[config.mk]
export PLATFORM = sky130hd
export DESIGN_NAME = fcs_sequencer
export DESIGN_NICKNAME = d
export VERILOG_FILES = /design/src/rtl/fcs_seq_pkg.sv /design/src/rtl/fcs_crc_step.sv /design/src/rtl/fcs_eof_rewrite.sv /design/src/rtl/fcs_sequencer.sv
export SDC_FILE = /design/constraint.sdc
export NUM_CORES = 1
export LEC_CHECK = 0
export BUFFER_PORTS_ARGS = -buffer_cell sky130_fd_sc_hd__buf_4
export CORE_AREA = 2 2 250 129
export DETAILED_ROUTE_END_ITERATION = 7
export DIE_AREA = 0 0 252 131
export SKIP_LAST_GASP = 1
export SYNTH_ARGS = -nofsm -noshare
export SYNTH_HDL_FRONTEND = slang
export SYNTH_SLANG_ARGS = --single-unit
[constraint.sdc]
create_clock -name clk -period 4.1 [get_ports clk]
set_input_delay 0.615 -clock clk [delete_from_list [all_inputs] [get_ports clk]]
set_output_delay 0.615 -clock clk [all_outputs]
set_load 0.01 [all_outputs]
[src/rtl/fcs_seq_pkg.sv]
package fcs_seq_pkg;
  localparam int unsigned CRC_W = 32;

  typedef logic [CRC_W-1:0] crc_word_t;

  typedef enum logic {
    ST_PASS,
    ST_EOF_HELD
  } seq_state_t;

  // One word folded into the accumulator, MSB first, non-reflected.
  function automatic crc_word_t crc_fold(input crc_word_t acc,
                                         input crc_word_t din,
                                         input crc_word_t poly);
    crc_word_t r;
    logic      fb;
    r = acc;
    for (int i = CRC_W - 1; i >= 0; i--) begin
      fb = r[CRC_W-1] ^ din[i];
      r  = {r[CRC_W-2:0], 1'b0} ^ (fb ? poly : '0);
    end
    return r;
  endfunction
endpackage

[src/rtl/fcs_crc_step.sv]
module fcs_crc_step
  import fcs_seq_pkg::*;
#(
  parameter crc_word_t POLY = 32'h04C1_1DB7
) (
  input  crc_word_t acc_i,
  input  crc_word_t din_i,
  output crc_word_t acc_o
);
  assign acc_o = crc_fold(acc_i, din_i, POLY);
endmodule

[src/rtl/fcs_eof_rewrite.sv]
module fcs_eof_rewrite
  import fcs_seq_pkg::*;
#(
  parameter int unsigned          TAG_W   = 8,
  parameter logic [TAG_W-1:0]     CODE_N  = 8'hE1,
  parameter logic [TAG_W-1:0]     CODE_T  = 8'hE2,
  parameter logic [TAG_W-1:0]     CODE_A  = 8'hE3,
  parameter logic [TAG_W-1:0]     CODE_NI = 8'hE4
) (
  input  crc_word_t word_i,
  input  logic      bad_i,
  output logic      is_eof_o,
  output crc_word_t word_o
);
  localparam int unsigned TAG_LSB = CRC_W - TAG_W;

  logic [TAG_W-1:0] tag;
  logic             demotable;

  assign tag       = word_i[CRC_W-1:TAG_LSB];
  assign demotable = (tag == CODE_N) || (tag == CODE_T);
  assign is_eof_o  = demotable || (tag == CODE_A) || (tag == CODE_NI);
  assign word_o    = (bad_i && demotable) ? {CODE_NI, word_i[TAG_LSB-1:0]} : word_i;
endmodule

[src/rtl/fcs_sequencer.sv]
module fcs_sequencer
  import fcs_seq_pkg::*;
#(
  parameter logic [31:0]      CRC_POLY = 32'h04C1_1DB7,
  parameter logic [31:0]      CRC_SEED = 32'hFFFF_FFFF,
  parameter int unsigned      TAG_W    = 8,
  parameter logic [TAG_W-1:0] EOF_N    = 8'hE1,
  parameter logic [TAG_W-1:0] EOF_T    = 8'hE2,
  parameter logic [TAG_W-1:0] EOF_A    = 8'hE3,
  parameter logic [TAG_W-1:0] EOF_NI   = 8'hE4
) (
  input  logic        clk,
  input  logic        rst,
  input  logic [31:0] in_word,
  input  logic        in_os,
  input  logic        in_gen,
  input  logic        in_raw,
  input  logic        in_perr,
  output logic [31:0] out_word,
  output logic        out_os,
  output logic        crc_err
);
  seq_state_t st_q;
  crc_word_t  acc_q, prev_q, held_q;
  logic       prev_vld_q, bad_q, err_pend_q;

  crc_word_t  fold_in, fold_out, eof_out;
  logic       stall_w, take_w, in_eof, mismatch, bad_now;

  assign stall_w  = (st_q == ST_EOF_HELD);
  assign take_w   = !stall_w && !in_raw;
  // Generate mode folds the live word; check mode folds the delayed one,
  // so the final payload word (the received CRC) is never folded.
  assign fold_in  = in_gen ? in_word : prev_q;
  assign mismatch = !prev_vld_q || (prev_q != ~acc_q);
  assign bad_now  = bad_q || in_perr || (!in_gen && mismatch);

  fcs_crc_step #(.POLY(CRC_POLY)) step_i (
    .acc_i (acc_q),
    .din_i (fold_in),
    .acc_o (fold_out)
  );

  fcs_eof_rewrite #(
    .TAG_W  (TAG_W),
    .CODE_N (EOF_N),
    .CODE_T (EOF_T),
    .CODE_A (EOF_A),
    .CODE_NI(EOF_NI)
  ) rewrite_i (
    .word_i  (in_word),
    .bad_i   (bad_now),
    .is_eof_o(in_eof),
    .word_o  (eof_out)
  );

  always_ff @(posedge clk) begin
    if (rst) begin
      st_q       <= ST_PASS;
      acc_q      <= CRC_SEED;
      prev_q     <= '0;
      held_q     <= '0;
      prev_vld_q <= 1'b0;
      bad_q      <= 1'b0;
      err_pend_q <= 1'b0;
      out_word   <= '0;
      out_os     <= 1'b0;
      crc_err    <= 1'b0;
    end else begin
      crc_err    <= err_pend_q;
      err_pend_q <= 1'b0;
      if (stall_w) begin
        out_word <= held_q;
        out_os   <= 1'b1;
        st_q     <= ST_PASS;
      end else if (in_raw) begin
        out_word <= in_word;
        out_os   <= in_os;
      end else if (in_os) begin
        acc_q      <= CRC_SEED;
        bad_q      <= 1'b0;
        prev_vld_q <= 1'b0;
        if (in_eof && in_gen) begin
          out_word <= ~acc_q;
          out_os   <= 1'b0;
          held_q   <= eof_out;
          st_q     <= ST_EOF_HELD;
        end else if (in_eof) begin
          out_word   <= eof_out;
          out_os     <= 1'b1;
          err_pend_q <= mismatch;
        end else begin
          out_word <= in_word;
          out_os   <= 1'b1;
        end
      end else begin
        out_word <= in_word;
        out_os   <= 1'b0;
        bad_q    <= bad_q || in_perr;
        if (in_gen || prev_vld_q) acc_q <= fold_out;
        if (!in_gen) begin
          prev_q     <= in_word;
          prev_vld_q <= 1'b1;
        end
      end
    end
  end

  logic unused_take;
  assign unused_take = take_w;
endmodule

==> run_results.csv, run 1 <==
group,metric,value,unit
global_routing,gr-usage-met1,30.9,%
global_routing,grt_pass1_vias,6994,
global_routing,grt_max_degree,66,
synthesis,synth_adder_area_share,0,%
synthesis,synthTopCellsByArea,"dfxtp_1 (30%), xnor2_1 (15%), xnor3_1 (10%)",
routing,antenna_left,0,
synthesis,yosysUniqueCellTypes,46,
floorplan,dieArea,33000,um2
routing,viasPerCell,4.76,
synthesis,synthCells,933,
timing,timing.slew.headroom,29.1,%
synthesis,synthesis.nets,971,
placement,dpl.hpwl,25100,um
worst_hold_path,worstHoldStart,"err_pend_q",
synthesis,synthSimpleGateAreaFrac,12.0,%
worst_setup_path,required,4.48,ns
worst_setup_path,path_buf_inv,4,
final_layout,area_delta_synth_final,32.5,%
synthesis,synth.largest_area_cell,"dfxtp_1",
global_routing,globalRouteMet2Util,23.0,%
global_routing,grt_use_met3,7.82,%
synthesis,synthFlopType,"dfxtp_1",
clock_tree,root_buffer,"clkbuf_16",
timing,period_needed,4.08,ns
synthesis,synth_edf_count,0,
floorplan,die_x,252,um
final_layout,nets,1192,
timing,grt_setup_unrepaired,"no",
placement,gp_congestion,0.958,
synthesis,async_flop_share,0,%
synthesis,syn_avg_cell_area,9.74,um2
worst_hold_path,hp-class,"reg -> reg",
timing,period_share,99.5,%
floorplan,die_h,131,um
synthesis,synth_xor_area_share,41.5,%
final_layout,n_antenna_cell,0,
clock_tree,cts_buffer_depth,2,
worst_setup_path,cp_top_family,"XOR/XNOR gates",
clock_tree,h-tree-depth,4,
routing,wl_per_cell,19.7,um
timing,max_freq,0.245,GHz
clock_tree,ctsHoldBuffers,0,
synthesis,ys_warn_count,0,
worst_setup_path,worstPathCellList,"buf_6, buf_12, buf_4, mux2i_4, xor2_4, xnor3_2, xor2_4, xnor3_2, xnor3_2, xnor2_2, xnor3_1, buf_4, a22oi_1, or2_1",
run,cap_violations,0,
clock_tree,cts_tree,"built",
global_routing,grt_overflow,0,
routing,via_count,7486,
worst_setup_path,cp.arrival,4.46,ns
timing,drv_slew,0,
synthesis,yosysSeqAreaShare,29.5,%
worst_setup_path,timing.rr.end,"acc_q[27]",
global_routing,antenna_found_initial,0,
global_routing,grt.busiest_layer,"met1",
worst_setup_path,worstSetupEndpoint,"acc_q[27]",
global_routing,track_usage,19.2,%
worst_setup_path,r2r_slack,0.12,ns
timing,finalSetupViolCount,0,
synthesis,synth_top_family_by_area,"XOR/XNOR gates",
timing,fin_skew,0.0121,ns
status,status,"finished, final reports clean",
synthesis,synth_commonest_cells,"xnor2_1 (158), dfxtp_1 (134), nand2_1 (118)",
synthesis,netlist.area_leader.share,29.5,%
synthesis,synth_mux_area_share,4.45,%
routing,first_pass_iters,5,
floorplan,pin_count,72,
clock_tree,clkLatencyLatePin,0.43,ns
placement,io_buffer_count,71,
routing,drc,0,
worst_setup_path,slowest_delay,0.47,ns
worst_setup_path,rr_worst_depth,11,
floorplan,fp.coreArea,31000,um2
worst_setup_path,reg2reg_from,"prev_q[28]",
clock_tree,path_clk_slew,0.06,ns
timing,hold_viol_final,0,
global_routing,grt_first_pass_wirelength,45900,um
worst_setup_path,critPathMaxFanout,8,
final_layout,drive_above_1_share,30.5,%
synthesis,synth_compound_area_share,10.1,%
clock_tree,cts_buffers,17,
synthesis,syn-cell-area,9090,um2
worst_setup_path,path_class,"in -> reg",
worst_setup_path,critPathSlowestCell,"xnor3_1",
worst_setup_path,critPathCaptureType,"register",
worst_setup_path,startpoint_type,"input pin",
synthesis,ys_seq_elements,134,
floorplan,rows,46,
floorplan,start_util,29.4,%
clock_tree,clock-sinks,134,
worst_setup_path,cp.depth,14,
synthesis,yosysMostFrequentCell,"xnor2_1",
worst_setup_path,crit_start,"in_gen",
timing,worst_pin_slew,1.06,ns
routing,routed_wl,31100,um
routing,drtIter0Drc,808,
worst_setup_path,crit_top_cell,"xnor3_2",
timing,setup_tns,0,ns
cells in the final DEF, fill, tap and decap left out, types with 10 or more instances in the layout:
cell	count
xnor2_1	151
dfxtp_1	133
xnor2_4	14
xor2_1	42
nor2_1	96
nand2_1	118
xnor2_2	20
xnor3_2	12
a21oi_1	109
a211oi_1	25
mux2i_1	24
clkbuf_16	17
xnor3_1	38
nand2b_1	14
o22ai_1	10
buf_4	245
worst reg2reg max path, cell delays in order, from the launching register on:
cell     delay (ns)
dfxtp_1        0.46
mux2i_1        0.22
xnor2_4        0.32
xnor3_2        0.57
xor2_4         0.22
xnor3_2        0.46
xnor3_2        0.35
xnor2_2        0.41
xnor3_1        0.47
buf_4          0.17
a22oi_1        0.16
or2_1          0.12
kinds of logic after synthesis:
kind of cell              Yosys count
xor gates and xnor gates          293
and+or+nand+nor                   261
AOI/OAI and AO/OA                 160
DFF                               134
buffers and inverters              52
muxes                              33
worst min-delay path by stage:
| stage | to | slack [ns] | depth (start not counted) |
|---|---|---|---|
| 5_1_grt | held_q[19] | 0.45 | 3 |
| 4_1_cts | crc_err | 0.43 | 1 |
| 3_5_place_dp | crc_err | 0.42 | 1 |
| 3_3_place_gp | crc_err | 0.42 | 1 |
| 2_1_floorplan | crc_err | 0.41 | 1 |
| 6_report | crc_err | 0.43 | 1 |
state kept, by name, summed over array words and instances, names as in the netlist:
signal      cells
crc_err         1
out_word       32
prev_q         32
prev_vld_q      1
st_q            1
bad_q           1
err_pend_q      1
out_os          1
held_q         32
acc_q          32
metrics by stage:
| step | instances | utilization (%) | setup slack (ns) | area [um2] | hold slack (ns) |
|---|---|---|---|---|---|
| after floorplan | 933 | - | -0.0741 | 9120 | 0.414 |
| after global placement | 1542 | 36.6 | -0.951 | 11300 | 0.423 |
| after detailed placement | 1542 | 36.6 | -0.857 | 11300 | 0.420 |
| after CTS | 1573 | 38.7 | 0.000327 | 12000 | 0.435 |
| after global routing | 1573 | 38.9 | 0.00129 | 12000 | 0.455 |
| final | 1573 | 38.9 | 0.0212 | 12000 | 0.433 |
per-layer routing:
metal,wire length (um),share of wire (%)
met1,16300,53
met2,10900,35
met3,3670,12
met4,131,0.42
met5,0,0
repair_timing:
action	4_1_cts	5_1_grt
pin swaps	2	1
buffers inserted	1	0
setup endpoints to repair	15	21
gates resized for setup	9	9
hold endpoints to repair	0	0
area by class of cell:
type | count | area (um2)
Clock inverter | 11 | 128
Inverter | 4 | 15.0
Fill cell | 3077 | 18900
Sequential cell | 134 | 2680
Timing Repair Buffer | 250 | 1930
Multi-Input combinational cell | 747 | 6330
Tap cell | 408 | 510
Clock buffer | 19 | 443
Power of run 1 is left out: the tool's default activity adds up to more than one toggle a clock period on the data nets, which glitch-free logic cannot reach.
==> run 2: changes to the inputs <==
--- a/config.mk
+++ b/config.mk
@@ -6,10 +6,12 @@
 export NUM_CORES = 1
 export LEC_CHECK = 0
 export BUFFER_PORTS_ARGS = -buffer_cell sky130_fd_sc_hd__buf_4
-export CORE_AREA = 2 2 250 129
+export CORE_AREA = 2 2 251 129
 export DETAILED_ROUTE_END_ITERATION = 7
-export DIE_AREA = 0 0 252 131
+export DIE_AREA = 0 0 253 131
 export SKIP_LAST_GASP = 1
+export SLEW_MARGIN = 10
 export SYNTH_ARGS = -nofsm -noshare
 export SYNTH_HDL_FRONTEND = slang
+export SYNTH_HIERARCHICAL = 1
 export SYNTH_SLANG_ARGS = --single-unit
==> run 2 against run 1 <==
Net effect: synthesized cell count grew 14%; via count grew 10%; synthesized area grew 0.85%; fmax grew 1.1%; count of clock-buffer cells in the layout grew 4; largest cell class unchanged; highest routed layer unchanged.
==> run_results.csv, run 2 <==
group,metric,value,unit
worst_setup_path,path_class,"in -> reg",
timing,fin_skew,0.0128,ns
timing,finalSetupViolCount,0,
floorplan,die_x,253,um
clock_tree,clock-sinks,134,
worst_setup_path,critPathMaxFanout,19,
worst_setup_path,required,4.42,ns
timing,period_needed,4.03,ns
placement,dpl.hpwl,26200,um
synthesis,syn_avg_cell_area,8.65,um2
synthesis,async_flop_share,0,%
global_routing,grt_overflow,0,
clock_tree,cts_buffer_depth,2,
synthesis,synthCells,1060,
worst_setup_path,cp.arrival,4.36,ns
final_layout,fillCellCount,3082,
worst_hold_path,hp-class,"reg -> reg",
synthesis,ys_seq_elements,134,
final_layout,layout_commonest_cell,"buf_4",
clock_tree,root_buffer,"clkbuf_16",
clock_tree,h-tree-depth,4,
timing,worst_pin_slew,0.983,ns
status,status,"finished, final reports clean",
synthesis,synth_commonest_cells,"xnor2_1 (169), nand2_1 (149), a21oi_1 (137)",
run,cap_violations,0,
global_routing,antenna_found_initial,2,
floorplan,die_h,131,um
clock_tree,path_clk_slew,0.06,ns
placement,gp_congestion,0.956,
clock_tree,ctsHoldBuffers,0,
timing,hold_slack,0.447,ns
floorplan,dieArea,33100,um2
worst_setup_path,slowest_delay,0.51,ns
placement,io_buffer_count,71,
global_routing,grt_first_pass_wirelength,49300,um
global_routing,track_usage,20.3,%
final_layout,nets,1317,
final_layout,mostFrequentLayoutCells,"buf_4 (278), nand2_1 (149), xnor2_1 (141)",
placement,placed_area,11700,um2
routing,routed_wl,33300,um
worst_setup_path,worstPathCellList,"buf_12, buf_4, mux2_2, xnor2_4, buf_4, xnor3_2, xnor2_4, xnor2_2, buf_4, xnor2_1, buf_4, xnor2_1, xnor2_1, xnor2_1, nor3_1, buf_4, o21bai_1",
clock_tree,cts_buffers,17,
synthesis,yosysUniqueCellTypes,48,
synthesis,synthesis.nets,1098,
synthesis,synthTopCellsByArea,"dfxtp_1 (29%), xnor2_1 (16%), xor2_1 (7.7%)",
routing,via_count,8263,
worst_setup_path,critPathCaptureType,"register",
routing,wl_per_cell,19.6,um
routing,viasPerCell,4.86,
routing,drc,0,
floorplan,start_util,29.5,%
synthesis,syn-cell-area,9170,um2
global_routing,grt_max_degree,85,
worst_setup_path,crit_top_cell,"buf_4",
floorplan,fp.coreArea,31100,um2
global_routing,grt_pass1_vias,7772,
routing,first_pass_iters,5,
final_layout,stdcell_area,12700,um2
synthesis,synthFlopType,"dfxtp_1",
final_layout,area_delta_synth_final,38.7,%
final_layout,fin_util,40.9,%
routing,antenna_left,0,
timing,timing.slew.headroom,34.5,%
synthesis,netlist.area_leader.share,29.3,%
synthesis,synth.largest_area_cell,"dfxtp_1",
timing,max_freq,0.248,GHz
timing,drv_slew,0,
worst_setup_path,startpoint_type,"input pin",
clock_tree,clkLatencyLatePin,0.43,ns
timing,grt_setup_unrepaired,"yes",
floorplan,rows,46,
clock_tree,cts_tree,"built",
timing,period_share,98.4,%
synthesis,ys_warn_count,6,
final_layout,drive_above_1_share,33.9,%
worst_setup_path,critPathSlowestCell,"nor3_1",
synthesis,yosysSeqAreaShare,29.3,%
synthesis,yosysMostFrequentCell,"xnor2_1",
timing,hold_viol_final,0,
floorplan,pin_count,72,
placement,pre_cts_slack,-0.644,ns
timing,fin_ws,0.0668,ns
synthesis,synth_edf_count,0,
routing,drtIter0Drc,930,
-- run 2: kinds of logic after synthesis --
family / Yosys count / synth area share, %
flops: 134 / 29.3
mux: 40 / 4.80
simple gates: 298 / 14.2
xor+xnor: 295 / 34.3
compound gates: 194 / 12.2
buf+inv: 99 / 5.20
-- run 2: per-layer routing --
| layer | routed length [um] | vias to the layer above | share of wire (%) | global-route usage (%) |
|---|---|---|---|---|
| met4 | 187 | 0 | 0.56 | 3.41 |
| met1 | 17000 | 4012 | 51 | 31.7 |
| met2 | 11800 | 314 | 36 | 24.3 |
| li1 | - | 3921 | - | - |
| met5 | 0 | - | 0 | 0 |
| met3 | 4260 | 16 | 13 | 9.39 |
-- run 2: repair_timing --
item,CTS,global route
setup endpoints to repair,10,20
pin swaps,1,14
gates resized for setup,7,22
buffers inserted,2,20
-- run 2: metrics by stage --
| step | cells | TNS (ns) |
|---|---|---|
| final | 1700 | 0 |
| after floorplan | 1060 | -1.89 |
| after CTS | 1679 | 0 |
| after global routing | 1700 | -0.0998 |
| after detailed placement | 1646 | -11.91 |
| after global placement | 1646 | -12.35 |
-- run 2: final timing paths --
check	cells after the start	endpoint	slack, ns	start
hold reg to reg	1	crc_err	0.45	err_pend_q
setup reg to reg	13	acc_q[24]	0.11	prev_q[26]
hold / removal	1	crc_err	0.45	err_pend_q
setup / recovery	17	acc_q[18]	0.07	in_gen
-- run 2: layout make-up --
type / instances / area [um2] / area share, %
antenna: 1 / 2.50 / 0.0197
clock buffer: 23 / 468 / 3.68
clock inverter: 8 / 171 / 1.35
inverter: 13 / 48.8 / 0.384
multi-input combinational: 827 / 6600 / 51.9
sequential: 134 / 2680 / 21.1
tap: 408 / 510 / 4.02
timing repair buffer: 286 / 2230 / 17.5
-- run 2: worst max-delay path, delay by kind of cell --
family	cells	cell delay, ns
xor+xnor	8	1.73
buf+inv	6	1.04
simple gates	1	0.51
mux	1	0.38
compound gates	1	0.05
Power of run 2 is left out for the same reason.
